### config.mk
export PLATFORM = sky130hd
export DESIGN_NAME = polar_sys_encoder
export DESIGN_NICKNAME = d
export VERILOG_FILES = /design/src/rtl/polar_enc_pkg.sv /design/src/rtl/polar_info_scatter.sv /design/src/rtl/polar_butterfly.sv /design/src/rtl/polar_frozen_clear.sv /design/src/rtl/polar_sys_encoder.sv
export SDC_FILE = /design/constraint.sdc
export NUM_CORES = 1
export LEC_CHECK = 0
export ABC_CLOCK_PERIOD_IN_PS = 2800
export BUFFER_PORTS_ARGS = -buffer_cell sky130_fd_sc_hd__buf_2
export CORE_UTILIZATION = 35
export CTS_BUF_LIST = sky130_fd_sc_hd__clkbuf_8 sky130_fd_sc_hd__clkbuf_16
export DETAILED_ROUTE_END_ITERATION = 8
export GPL_ROUTABILITY_DRIVEN = 0
export SYNTH_ARGS = -nofsm -noshare
export SYNTH_HDL_FRONTEND = slang
export SYNTH_SLANG_ARGS = --single-unit
### constraint.sdc
create_clock -name clk -period 2.8 [get_ports clk]
set_input_delay 0.42 -clock clk [delete_from_list [all_inputs] [get_ports clk]]
set_output_delay 0.42 -clock clk [all_outputs]
set_load 0.03 [all_outputs]
### src/rtl/polar_enc_pkg.sv
package polar_enc_pkg;

  // Default configuration of the systematic encoder: N = 2**PE_N_LOG.
  localparam int PE_N_LOG = 4;
  localparam int PE_MSG_W = 11;
  // Bit i set means position i is frozen (positions 0, 1, 2, 4, 8).
  localparam logic [(2**PE_N_LOG)-1:0] PE_FROZEN = 16'h0117;

endpackage

### src/rtl/polar_info_scatter.sv
module polar_info_scatter #(
  parameter int N_LOG = 4,
  parameter int MSG_W = 11,
  parameter logic [(2**N_LOG)-1:0] FROZEN_MASK = 16'h0117
) (
  input  logic [MSG_W-1:0]        msg,
  output logic [(2**N_LOG)-1:0]   vec
);
  localparam int N = 2 ** N_LOG;

  // Number of information positions strictly below pos.
  function automatic int info_rank(input int pos);
    int r;
    r = 0;
    for (int p = 0; p < pos; p++) begin
      if (!FROZEN_MASK[p]) r++;
    end
    return r;
  endfunction

  for (genvar j = 0; j < N; j++) begin : g_pos
    if (FROZEN_MASK[j]) begin : g_frozen
      assign vec[j] = 1'b0;
    end else begin : g_info
      localparam int RANK = info_rank(j);
      assign vec[j] = msg[RANK];
    end
  end

endmodule

### src/rtl/polar_butterfly.sv
module polar_butterfly #(
  parameter int N_LOG = 4
) (
  input  logic [(2**N_LOG)-1:0] din,
  output logic [(2**N_LOG)-1:0] dout
);
  localparam int N = 2 ** N_LOG;

  // stage[s] is the vector after s butterfly levels.
  logic [N_LOG:0][N-1:0] stage;

  assign stage[0] = din;

  for (genvar s = 0; s < N_LOG; s++) begin : g_level
    localparam int STRIDE = 2 ** s;
    for (genvar i = 0; i < N; i++) begin : g_lane
      if (((i / STRIDE) % 2) == 0) begin : g_upper
        assign stage[s+1][i] = stage[s][i] ^ stage[s][i+STRIDE];
      end else begin : g_lower
        assign stage[s+1][i] = stage[s][i];
      end
    end
  end

  assign dout = stage[N_LOG];

endmodule

### src/rtl/polar_frozen_clear.sv
module polar_frozen_clear #(
  parameter int N_LOG = 4,
  parameter logic [(2**N_LOG)-1:0] FROZEN_MASK = 16'h0117
) (
  input  logic [(2**N_LOG)-1:0] din,
  output logic [(2**N_LOG)-1:0] dout
);
  localparam int N = 2 ** N_LOG;

  for (genvar j = 0; j < N; j++) begin : g_pos
    if (FROZEN_MASK[j]) begin : g_zero
      assign dout[j] = 1'b0;
    end else begin : g_keep
      assign dout[j] = din[j];
    end
  end

endmodule

### src/rtl/polar_sys_encoder.sv
module polar_sys_encoder
  import polar_enc_pkg::*;
#(
  parameter int N_LOG = PE_N_LOG,
  parameter int MSG_W = PE_MSG_W,
  parameter logic [(2**N_LOG)-1:0] FROZEN_MASK = PE_FROZEN
) (
  input  logic                    clk,
  input  logic                    rst,
  input  logic                    in_valid,
  output logic                    in_ready,
  input  logic [MSG_W-1:0]        in_msg,
  output logic                    out_valid,
  output logic [(2**N_LOG)-1:0]   out_code
);
  localparam int N = 2 ** N_LOG;

  // Named internal events, visible to the bound checker.
  logic         ready_q;
  logic         accept;
  logic [N-1:0] placed_vec;
  logic [N-1:0] pass1_vec;
  logic [N-1:0] pass2_in;
  logic [N-1:0] code_next;

  assign in_ready = ready_q;
  assign accept   = in_valid && ready_q;

  polar_info_scatter #(
    .N_LOG(N_LOG), .MSG_W(MSG_W), .FROZEN_MASK(FROZEN_MASK)
  ) u_scatter (
    .msg(in_msg),
    .vec(placed_vec)
  );

  polar_butterfly #(.N_LOG(N_LOG)) u_pass1 (
    .din(placed_vec),
    .dout(pass1_vec)
  );

  polar_frozen_clear #(.N_LOG(N_LOG), .FROZEN_MASK(FROZEN_MASK)) u_clear (
    .din(pass1_vec),
    .dout(pass2_in)
  );

  polar_butterfly #(.N_LOG(N_LOG)) u_pass2 (
    .din(pass2_in),
    .dout(code_next)
  );

  always_ff @(posedge clk) begin
    if (rst) begin
      ready_q   <= 1'b0;
      out_valid <= 1'b0;
      out_code  <= '0;
    end else begin
      ready_q   <= 1'b1;
      out_valid <= accept;
      if (accept) out_code <= code_next;
    end
  end

endmodule

* Yosys cells after proc, flatten, opt, wreduce, memory -nomap -nowiden *
Cells that the tools add are included.

word-level totals
  bits in registers = 18
  input port bits = 14
  output and inout bits = 18
  word-level logic and storage cells = 47

cells by class
  multiplexer cells = 1
  bitwise logic cells = 42
  reduce and logical (&&, ||, !) cells = 1

operator list
  kind               count
  1-bit XOR          42
  1-bit logical AND  1
  1-bit two-way mux  1

* Depth between registers and ports, before layout *
  depth after elaboration = 6
  gate-level depth with buffers = 5
  depth with buffers taken out = 5

* By module *
Synthesis repeated with hierarchy kept, for this count alone.

unflattened totals
  cells, all modules = 156
  area, all modules = 1616.6 µm²

modules (own cells, without submodules)
  module              times used  cells each  area an instance (µm²)  sequential area each (µm²)
  polar_sys_encoder   1           58          710.7                   360.3
  polar_butterfly     2           32          329.1                   0.0
  polar_frozen_clear  1           17          123.9                   0.0
  polar_info_scatter  1           17          123.9                   0.0

* Least setup slack after synthesis *
No wires, ideal clock.

  kind = input to register
  from = in in_msg[6]
  to = reg out_code[0]
  library setup time = 0.114 ns
  data arrival time = 1.471 ns
  required time = 2.686 ns
  slack = 1.215 ns
  stages on the path = 5
  buffers on the path = 0
  path through = xnor3_1 -> xnor3_1 -> xnor2_2 -> xnor2_1 -> a21bo_1

between the ends
  cells in the longest elaborated chain, start to end = 6
  elaborated cells between the ends (all ways) = 11
  those cells by class = 11 x bitwise

ends and longest elaborated chain
  item                     RTL line                 source
  start, declared          polar_sys_encoder.sv:12  input logic [MSG_W-1:0] in_msg,
  1-bit XOR (5 in series)  polar_butterfly.sv:18    assign stage[s+1][i] = stage[s][i] ^ stage[s][i+STRIDE];
  1-bit XOR (*)            polar_butterfly.sv:18
  end signal, assigned     polar_sys_encoder.sv:59  if (accept) out_code <= code_next;
  end, declared            polar_sys_encoder.sv:14  output logic [(2**N_LOG)-1:0] out_code

Every way passes the cells marked *; elsewhere a longest branch is shown, timed or not.
A chain may end at the register's enable or synchronous reset.

* Worst setup path after layout *
  from = in in_msg[10]
  to = reg out_code[0]

Same word-level chain as after synthesis.

==> results.json <==
{
  "p_clk_share_pct": 30.7,
  "cts_hold_buf": 0,
  "overflow": 0,
  "netlist_area_um2": 803.3,
  "grt_max_degree": 19,
  "cts-htree-levels": 1,
  "drc_errors": 0,
  "finish.utilization_pct": 50.06,
  "startpoint_type": "input pin",
  "antennaDiodeCount": 0,
  "wl_per_cell_um": 10.61,
  "leakage_nw": 0.4947,
  "seq_power_share_pct": 41.5,
  "viasPerCell": 4.514,
  "crit_path_max_fanout": 3,
  "firstDrtPassIters": 4,
  "finalSetupViolCount": 0,
  "required_ps": 2950,
  "ctsRootBufferMaster": "clkbuf_8",
  "cts.sinks": 18,
  "drtIter0Drc": 7,
  "synthesis.nets": 104,
  "setup_tns_ps": 0,
  "critPathKind": "in2reg",
  "power_frac_comb_pct": 27.8,
  "fill_cells": 216,
  "switchingPower_mw": 0.1938,
  "min_period_over_period_pct": 54.44,
  "antenna_found_initial": 0,
  "hold_viol_final": 0,
  "start_util_pct": 38.96,
  "rsz0062_at_grt": "no",
  "final_cell_mix": "31 x buf_2, 29 x nand2_1, 18 x dfxtp_1",
  "core-area_um2": 2062,
  "drv_slew": 0,
  "post-route-min-period_ps": 1524,
  "io_buffers": 31,
  "yosysSeqAreaShare_pct": 44.86,
  "place_hpwl_um": 1179,
  "cts_buffers": 3,
  "totalWireLength_um": 1571,
  "ys_ff_latch": 18,
  "dieArea_um2": 2491,
  "antenna_left": 0,
  "die_w_um": 49.91,
  "clockBufferDepth": 2,
  "slew_headroom_pct": 51.42,
  "syn_area_per_cell_um2": 8.925,
  "layout_setup_ws_ps": 1276,
  "drive_above_1_share_pct": 31.40,
  "synth_cell_types": 14,
  "cap_viol_max_count": 0,
  "peakVddDrop_mv": 0.2921,
  "powerDensity_nw_per_um2": 656.4,
  "nNetsFinal": 136,
  "crit_start": "in_msg[10]",
  "switching_share_pct": 28.61,
  "cts_setup_buffers": 0,
  "status": "finished clean",
  "p_int_mw": 0.4837,
  "cts_tree": "yes",
  "die_y_um": 49.91,
  "num_rows": 16,
  "worstMarginPinSlew_ps": 728.2,
  "grt_util_all_layers_pct": 14.06,
  "clk-insertion-delay-late_ps": 250,
  "max_clock_freq_ghz": 0.6561,
  "r2r-start": "in_ready",
  "vias": 668,
  "finClkSkew_ps": 2.160,
  "grt_pass1_wl_um": 2635,
  "area_growth_pct": 28.50,
  "io_pins": 32,
  "grt_pass1_vias": 591,
  "ctsResizeCount": 0,
  "syn_inst": 90,
  "dp_slack_ps": 1010,
  "hp-class": "in2reg",
  "holdCritStartpoint": "in_msg[0]",
  "end_kind": "register",
  "synth_warnings": 0,
  "final_common_cell": "buf_2",
  "cp.arrival_ps": 1670,
  "path_clk_slew_ps": 70
}
==> layout make-up <==
type	count	area [um2]	area share [%]
multi-input cells	67	424.2	41.09
clock buffers	4	55.05	5.333
inverters	1	3.754	0.3636
well taps	27	33.78	3.273
flip-flops and latches	18	360.3	34.91
repair buffers	31	155.1	15.03
==> per-layer routing <==
metal	GRT usage, %	share of wire (%)
met1	18.30	46
met2	23.20	49
met3	2.778	4.9
met4	4.286	0.76
met5	0	0
==> metrics by stage <==
| step | power, mW | cell area, um2 | hold slack [ps] | std cells |
|---|---|---|---|---|
| 2_1_floorplan | 0.4331 | 803.3 | 556.0 | 90 |
| 3_3_place_gp | 0.4735 | 977.2 | 438.1 | 144 |
| 3_5_place_dp | 0.4764 | 977.2 | 446.7 | 144 |
| 4_1_cts | 0.6866 | 1032 | 425.3 | 148 |
| 5_1_grt | 0.7130 | 1032 | 427.2 | 148 |
| 6_report | 0.6775 | 1032 | 428.6 | 148 |
==> worst max-delay path: stages <==
cell and delay [ps]:
buf_2 130, xor2_1 170, xnor3_1 480, xnor2_2 160
xnor2_1 130, a21bo_1 190
==> registers in the layout (all words and copies together), names as in the netlist <==
| signal | count |
|---|---|
| out_valid | 1 |
| in_ready | 1 |
| out_code | 16 |
==> kinds of logic after synthesis <==
| logic type | Yosys count | share of synthesized area (%) |
|---|---|---|
| and+or+nand+nor | 34 | 16.35 |
| buffers and inverters | 5 | 2.335 |
| AOI/OAI and AO/OA | 16 | 10.59 |
| xor gates and xnor gates | 17 | 25.86 |
| DFF | 18 | 44.86 |
==> worst paths after layout <==
path	endpoint	slack (ps)	cells after the start
setup / recovery	out_code[0]	1280	6
setup reg to reg	out_code[2]	1520	3
hold / removal	out_code[3]	430	3
hold reg to reg	out_code[2]	450	2
==> power by group through the flow <==
stage / Combinational, mW / Clock [mW] / Sequential (mW)
6_report: 0.188 / 0.208 / 0.281
5_1_grt: 0.205 / 0.225 / 0.283
4_1_cts: 0.191 / 0.215 / 0.281
3_5_place_dp: 0.189 / 0 / 0.287
3_3_place_gp: 0.187 / 0 / 0.286
2_1_floorplan: 0.112 / 0 / 0.322
==> synthesized netlist by cell type <==
master | instances | share of area, %
xor3_2 | 1 | 3.1
xnor2_1 | 8 | 8.7
a21bo_1 | 1 | 1.2
nor2_1 | 3 | 1.4
a21oi_1 | 15 | 9.3
inv_1 | 1 | 0.47
clkbuf_1 | 4 | 1.9
nand3_1 | 1 | 0.62
xnor2_2 | 2 | 4.0
dfxtp_1 | 18 | 45
xnor3_1 | 2 | 5.6
nand2_1 | 29 | 14
xor2_1 | 4 | 4.4
and2_0 | 1 | 0.78
No activity file was read; power rests on OpenSTA's default activity.
